--- src/rtl/cy_bit_unit.sv ---
module cy_bit_unit #(
  parameter int ADDR_W = 16,
  parameter int CNT_W  = 10
) (
  input  logic              clk,
  input  logic              rst_n,
  input  logic              req_valid,
  input  logic [2:0]        req_op,
  input  logic [2:0]        req_src,
  input  logic [2:0]        req_bit,
  input  logic [ADDR_W-1:0] req_addr,
  input  logic              req_int_ram,
  input  logic [7:0]        acc_i,
  input  logic [7:0]        psw_i,
  output logic              mem_req,
  output logic              mem_we,
  output logic [ADDR_W-1:0] mem_addr,
  output logic [7:0]        mem_wdata,
  input  logic [7:0]        mem_rdata,
  input  logic              mem_ready,
  output logic              acc_we,
  output logic [7:0]        acc_wdata,
  output logic              psw_we,
  output logic [7:0]        psw_wdata,
  output logic              cy,
  output logic              busy,
  output logic              done
);

  localparam logic [2:0] OP_LD  = 3'd0;
  localparam logic [2:0] OP_ST  = 3'd1;
  localparam logic [2:0] OP_AND = 3'd2;
  localparam logic [2:0] OP_OR  = 3'd3;
  localparam logic [2:0] OP_XOR = 3'd4;

  localparam logic [2:0] SRC_SADDR = 3'd0;
  localparam logic [2:0] SRC_SFR   = 3'd1;
  localparam logic [2:0] SRC_ACC   = 3'd2;
  localparam logic [2:0] SRC_PSW   = 3'd3;
  localparam logic [2:0] SRC_HL    = 3'd4;

  localparam logic [2:0] CY_POS = 3'd0;

  typedef enum logic [1:0] {PH_NONE, PH_RD, PH_WR} phase_t;

  phase_t            phase_q;
  logic              busy_q, cy_q, opb_q;
  logic [CNT_W-1:0]  cnt_q;
  logic [2:0]        op_q, src_q, bit_q;
  logic [ADDR_W-1:0] addr_q;
  logic [7:0]        byte_q, patched, loc_byte;
  logic [4:0]        base_c;
  logic              req_ok, accept, req_mem, loc_bit, stall, new_cy;

  assign req_ok  = (req_op <= OP_XOR) && (req_src <= SRC_HL);
  assign accept  = req_valid && !busy_q && req_ok;
  assign req_mem = (req_src == SRC_SADDR) || (req_src == SRC_SFR) || (req_src == SRC_HL);

  assign loc_byte = (req_src == SRC_PSW) ? psw_i : acc_i;
  assign loc_bit  = (req_src == SRC_PSW && req_bit == CY_POS) ? cy_q : loc_byte[req_bit];

  always_comb begin
    if (req_src == SRC_ACC)
      base_c = 5'd8;
    else if ((req_src == SRC_SADDR || req_src == SRC_HL) && req_int_ram)
      base_c = 5'd12;
    else if (req_op == OP_ST)
      base_c = 5'd16;
    else
      base_c = 5'd14;
  end

  always_comb begin
    patched = byte_q;
    patched[bit_q] = cy_q;
  end

  always_comb begin
    case (op_q)
      OP_LD:   new_cy = opb_q;
      OP_AND:  new_cy = cy_q & opb_q;
      OP_OR:   new_cy = cy_q | opb_q;
      OP_XOR:  new_cy = cy_q ^ opb_q;
      default: new_cy = cy_q;
    endcase
  end

  assign mem_req   = busy_q && (phase_q != PH_NONE);
  assign mem_we    = busy_q && (phase_q == PH_WR);
  assign mem_addr  = addr_q;
  assign mem_wdata = patched;
  assign stall     = mem_req && !mem_ready;
  assign done      = busy_q && (cnt_q == '0);
  assign busy      = busy_q;
  assign cy        = cy_q;
  assign acc_we    = done && op_q == OP_ST && src_q == SRC_ACC;
  assign psw_we    = done && op_q == OP_ST && src_q == SRC_PSW;
  assign acc_wdata = patched;
  assign psw_wdata = patched;

  always_ff @(posedge clk) begin
    if (!rst_n) begin
      busy_q  <= 1'b0;
      cy_q    <= 1'b0;
      opb_q   <= 1'b0;
      cnt_q   <= '0;
      phase_q <= PH_NONE;
      op_q    <= OP_LD;
      src_q   <= SRC_ACC;
      bit_q   <= 3'd0;
      addr_q  <= '0;
      byte_q  <= 8'd0;
    end else if (accept) begin
      busy_q  <= 1'b1;
      cnt_q   <= CNT_W'(base_c) - CNT_W'(1);
      op_q    <= req_op;
      src_q   <= req_src;
      bit_q   <= req_bit;
      addr_q  <= req_addr;
      byte_q  <= loc_byte;
      opb_q   <= loc_bit;
      phase_q <= req_mem ? PH_RD : PH_NONE;
    end else if (busy_q) begin
      if (stall)
        cnt_q <= cnt_q + CNT_W'(1);
      else if (cnt_q != '0)
        cnt_q <= cnt_q - CNT_W'(1);
      if (done) begin
        busy_q <= 1'b0;
        cy_q   <= new_cy;
      end
      case (phase_q)
        PH_RD: if (mem_ready) begin
          byte_q  <= mem_rdata;
          opb_q   <= mem_rdata[bit_q];
          phase_q <= (op_q == OP_ST) ? PH_WR : PH_NONE;
        end
        PH_WR: if (mem_ready) phase_q <= PH_NONE;
        default: phase_q <= PH_NONE;
      endcase
    end
  end

  AST_DONE_PULSE: assert property (@(posedge clk) disable iff (!rst_n) done |=> !done);
  AST_BUSY_ENDS: assert property (@(posedge clk) disable iff (!rst_n) done |=> !busy);
  AST_BUS_QUIET_IDLE: assert property (@(posedge clk) disable iff (!rst_n) !busy |-> !mem_req);
  AST_BUS_DONE_FIRST: assert property (@(posedge clk) disable iff (!rst_n) done |-> !mem_req);
  AST_CY_ONLY_AT_DONE: assert property (@(posedge clk) disable iff (!rst_n) !done |=> $stable(cy));
  AST_STORE_KEEPS_CY: assert property (@(posedge clk) disable iff (!rst_n) (done && op_q == OP_ST) |=> $stable(cy));
  AST_ONE_STROBE: assert property (@(posedge clk) disable iff (!rst_n) $onehot0({acc_we, psw_we, mem_we}));
  AST_IDLE_NO_REG_WRITE: assert property (@(posedge clk) disable iff (!rst_n) !busy |-> !(acc_we || psw_we));

endmodule

--- config.mk ---
export PLATFORM = sky130hd
export DESIGN_NAME = cy_bit_unit
export DESIGN_NICKNAME = d
export VERILOG_FILES = /design/src/rtl/cy_bit_unit.sv
export SDC_FILE = /design/constraint.sdc
export NUM_CORES = 1
export LEC_CHECK = 0
export ABC_AREA = 1
export BUFFER_PORTS_ARGS = -buffer_cell sky130_fd_sc_hd__buf_2
export CAP_MARGIN = 20
export CORE_AREA = 2 2 77 109
export DETAILED_ROUTE_END_ITERATION = 16
export DIE_AREA = 0 0 79 111
export SETUP_SLACK_MARGIN = 0.3
export SLEW_MARGIN = 25
export SYNTH_ARGS = -nofsm -noshare
export SYNTH_HDL_FRONTEND = slang
export SYNTH_SLANG_ARGS = --single-unit
export TNS_END_PERCENT = 5
--- constraint.sdc ---
create_clock -name clk -period 5.45 [get_ports clk]
set_input_delay 0.2725 -clock clk [delete_from_list [all_inputs] [get_ports clk]]
set_output_delay 0.2725 -clock clk [all_outputs]
set_load 0.01 [all_outputs]
=== Yosys cells after proc, flatten, opt, wreduce, memory -nomap -nowiden ===
Cells that the tools add are included.

* $add $sub $neg: 3
* Order comparisons: 5
* Eq/ne operators: 15
* Mux-type cells: 35
* Bitwise logic cells: 4
* Reduce and logical (&&, ||, !) cells: 33

{| class="wikitable"
|+ Operator list
! operator !! count
|-
| 2-to-1 mux 10 bit || 4
|-
| 2-to-1 mux 8 bit || 5
|-
| equality test 3 x 2 -> 1 bit, second input constant || 6
|-
| 2-to-1 mux 5 bit || 3
|-
| logical AND 1 bit || 13
|-
| 2-to-1 mux 1 bit || 12
|-
| adder 10 x 1 -> 10 bit, second input constant || 1
|-
| zero test 10 bit || 1
|-
| 2-to-1 mux 2 bit || 5
|-
| nonzero test 10 bit || 1
|-
| subtractor 10 x 1 -> 10 bit, second input constant || 1
|-
| equality test 3 x 1 -> 1 bit, second input constant || 3
|-
| zero test 3 bit || 3
|-
| bitwise mux 8 bit || 1
|-
| < comparator 3 x 4 -> 1 bit, second input constant || 2
|-
| nonzero test 2 bit || 4
|-
| binary-select mux 1 bit (select 3 bit) || 2
|-
| equality test 3 bit, second input constant || 2
|-
| less-or-equal comparator 3 bit, second input constant || 2
|-
| inequality test 3 bit, second input constant || 2
|-
| AND reduction 3 bit || 2
|-
| subtractor 5 x 1 -> 6 bit, second input constant || 1
|-
| one-hot mux 1 bit (4 select lines) || 1
|-
| one-hot mux 2 bit (2 select lines) || 1
|-
| other kinds (14) || 17
|}

* Bits in registers: 48
* Logic and storage cells: 105

=== Depth between registers and ports, before layout ===
* Depth after elaboration: 7
* Gate-level depth with buffers: 13

=== Worst setup path before layout ===
No wires, ideal clock.

* Path kind: register to register
* From: register busy_q (netlist: busy)
* To: register cnt_q[5]
* Setup time: 0.132 ns
* Data arrival time: 1.750 ns
* Setup slack: 3.568 ns
* Stages on the path, launching flop included: 10
* Buffers on the path: 0
* Path through: dfxtp_1 > nand3_2 > ha_1 > nand2_1 > nand2_1 > nand2_1 > nand3_1 > or2_2 > nand3_1 > a21oi_1

* Word-level cells in the longest chain between the ends: 5
* Elaborated cells between the ends (all ways): 11
* Classes of those cells: mux (3); reduce/logical (8)

{| class="wikitable"
|+ Ends and longest elaborated chain
! what !! RTL line !! source
|-
| from (decl) || 47 || <nowiki>logic busy_q, cy_q, opb_q;</nowiki>
|-
| from (signal assigned) || 103 || <nowiki>busy_q <= 1'b0;</nowiki>
|-
| from (signal assigned) || 114 || <nowiki>busy_q <= 1'b1;</nowiki>
|-
| from (signal assigned) || 129 || <nowiki>busy_q <= 1'b0;</nowiki>
|-
| logical AND 1 bit / zero test 1 bit (equally long branches) || 88, 56 ||
|-
| logical AND 1 bit (on tied branches) || 92, 56 ||
|-
| 2-to-1 mux 10 bit / logical AND 1 bit (equally long branches) || 124, 56 ||
|-
| 2-to-1 mux 10 bit, or another cell as far along || 123 || <nowiki>end else if (busy_q) begin</nowiki>
|-
| 2-to-1 mux 10 bit / AND reduction 2 bit (equally long branches) || -- ||
|-
| to (signal assigned) || 115 || <nowiki>cnt_q <= CNT_W'(base_c) - CNT_W'(1);</nowiki>
|-
| to (signal assigned) || 125 || <nowiki>cnt_q <= cnt_q + CNT_W'(1);</nowiki>
|-
| to (signal assigned) || 127 || <nowiki>cnt_q <= cnt_q - CNT_W'(1);</nowiki>
|-
| to (decl) || 48 || <nowiki>logic [CNT_W-1:0] cnt_q;</nowiki>
|}

Several ways; a longest one is shown, not always the timed one. The select of a mux whose other input is x is not followed.
A chain may end at the register's enable or synchronous reset.

=== Worst setup path in the final report ===
* From: register busy_q (netlist: busy)
* To: register cnt_q[3]

The elaborated chain is that of the path after synthesis.

==> results.py <==
metrics = {
    "run_status": {
        "outcome": "complete, no violations",
    },
    "min_path": {
        "hold_path.class": "in2reg",
    },
    "logic_synthesis": {
        "synth.distinct_cells": 36,
        "syn_nets": 546,
        "netlist_top_cells_area": "dfxtp_1, nand2_1, a21oi_1, nand3_1, inv_1",
        "ys.flop_type": "dfxtp_1",
        "synth_area_leader_cell": "dfxtp_1",
        "ys_seq_area_frac": 0.315,
        "yosys_register_bits": 48,
        "ys_warn_count": 0,
        "synthArstFlopShare": 0,
        "synth_area_um2": 3050,
        "synth_cells": 480,
        "yosys.area.top_type_share": 0.315,
        "postSynthAreaPerCell_um2": 6.35,
        "synth_edf_count": 0,
    },
    "grt": {
        "grt_pass1_wl_um": 14000,
        "grtUsageTotal": 0.199,
        "grt_start_max_net_pins": 46,
        "grt-ovfl-total": 0,
        "grt_pass1_vias": 3032,
        "antenna_found_initial": 0,
    },
    "floorplan": {
        "rows": 39,
        "dieHeight_um": 111,
        "die-area_um2": 8770,
        "start_util": 0.386,
        "core_area_um2": 7910,
        "die_w_um": 79,
        "pin_count": 101,
    },
    "cts": {
        "post-cts-setup-buffers": 0,
        "ctsResizeCount": 0,
        "holdBufCountCts": 0,
        "cts.sink_count": 48,
        "cts.htree.levels": 2,
        "cts.clk_slew.worst_paths_ps": 60,
        "cts_buffer_depth": 2,
        "clk_latency_ps": 290,
        "numCtsBuffers": 5,
        "cts_tree": "yes",
        "root_buffer": "clkbuf_16",
    },
    "cells_and_area": {
        "final_common_cell": "nand2_1",
        "utilization": 0.466,
        "n_antenna_cell": 0,
        "final_cell_mix": "nand2_1, buf_2, inv_1",
        "drive_gt1_frac": 0.219,
        "nets": 626,
        "area_growth_pct": 20.8,
    },
    "placed_design": {
        "gp_congestion": 0.839,
        "io_buffers": 100,
        "post-dp-hpwl_um": 6560,
    },
    "job": {
        "maxCapViolCount": 0,
    },
    "timing": {
        "tightest_slew_ps": 836,
        "clock-skew-final_ps": 3.47,
        "report.final.slew_viol_count": 0,
        "min_period_over_period": 0.428,
        "finalSetupTns_ps": 0,
        "slew_headroom": 0.442,
        "max_clock_freq_mhz": 428,
        "grt_setup_unrepaired": "no",
        "period_minus_slack_ps": 2330,
        "setup_viol": 0,
        "report.final.hold_viol_count": 0,
    },
    "routing": {
        "drc": 0,
        "drt_wl_total_um": 8440,
        "postRouteAntennaNets": 0,
        "drtIter0Drc": 157,
        "vias": 3226,
        "vias_per_cell": 4.87,
        "wl_per_cell_um": 12.7,
        "dr.pass1.iters": 4,
    },
    "critical_path": {
        "worstPathCellList": "nor2_1 -> nand3_2 -> inv_2 -> o21ai_0 -> nor2_1 -> nor2_1",
        "path_class": "reg2reg",
        "required_ps": 5640,
        "crit_path_frequent_cell": "nor2_1",
        "critPathLaunchType": "register",
        "max_stage_delay_ps": 680,
        "crit_slowest_cell": "inv_2",
        "cp_max_fo": 45,
        "cp_data_arrival_time_ps": 2520,
        "endpoint_kind": "register",
    },
    "power_and_ir_drop": {
        "p_leak_nw": 1.89,
        "p_per_area_nw_per_um2": 382,
        "vdd_drop_max_mv": 0.241,
    },
}
[cell families after synthesis]
family,after synthesis,synth area share
AO/OA/AOI/OAI,89,0.161
adder cells (fa/ha/maj),12,0.0517
AND/OR/NAND/NOR,244,0.337
buffers and inverters,85,0.129
flip-flops,48,0.315
XOR/XNOR,2,0.00575
[layout make-up]
type | instances | area (um2)
multi-input cells | 347 | 1690
clock buffers | 7 | 153
inverters | 58 | 218
clock inverters | 1 | 30.0
flip-flops and latches | 48 | 961
fillers | 884 | 4220
repair buffers | 100 | 500
well taps | 102 | 128
[flip-flops by register name, summed over array words and instances, names as in the netlist]
signal	count
src_q	3
phase_q	2
byte_q	8
op_q	3
cnt_q	10
cy	1
bit_q	3
busy	1
opb_q	1
mem_addr	16
[metrics by stage]
stage	cell area (um2)	worst slack, ps	instances	total power [mW]	hold WS, ps
global placement	3500	3040	655	1.03	445
floorplan	3050	3570	480	0.905	411
global route	3680	2760	663	1.53	225
detailed placement	3500	3030	655	1.04	452
CTS	3680	3070	663	1.42	222
finish	3680	3120	663	1.41	229
[power by group]
| part | switching (mW) | leakage, nW | total, mW | internal (mW) |
|---|---|---|---|---|
| logic | 0.378 | 1.41 | 0.599 | 0.221 |
| registers | 0.0369 | 0.392 | 0.433 | 0.396 |
| clock network | 0.135 | 0.0901 | 0.376 | 0.242 |
| total | 0.549 | 1.89 | 1.41 | 0.859 |
[Yosys cell counts, types with 2 or more instances]
| master | instances |
|---|---|
| a31oi_1 | 7 |
| buf_2 | 3 |
| o21ai_1 | 4 |
| o211ai_1 | 2 |
| inv_2 | 4 |
| nor2_1 | 39 |
| inv_1 | 53 |
| nand2_1 | 141 |
| o22ai_1 | 2 |
| or2_2 | 3 |
| nor3_1 | 6 |
| nand4_1 | 6 |
| buf_4 | 17 |
| a2bb2oi_1 | 2 |
| o21ai_0 | 22 |
| nand3_1 | 42 |
| a21oi_1 | 44 |
| nand3_2 | 3 |
| clkbuf_1 | 6 |
| ha_1 | 11 |
| dfxtp_1 | 48 |
[worst paths after layout]
kind	end	cells after the start	startpoint	slack [ps]
min	mem_addr[11]	3	req_addr[11]	230
max	cnt_q[3]	6	busy	3120
min reg2reg	mem_addr[13]	2	mem_addr[13]	460
max reg2reg	cnt_q[3]	6	busy	3120
[critical path, delay by kind of cell (launching register included)]
kind | cells | cell delay [ps]
buffers and inverters | 1 | 680
DFF | 1 | 390
AOI/OAI and AO/OA | 1 | 170
and+or+nand+nor | 4 | 970
[layer usage]
layer / share of wire / global-route usage / routed length [um]
met3: 0.042 / 0.0326 / 353
met4: 0.021 / 0.0655 / 180
met1: 0.41 / 0.227 / 3450
met5: 0 / 0 / 0
met2: 0.53 / 0.367 / 4450
Note: power is estimated with default switching activity, not from simulation.
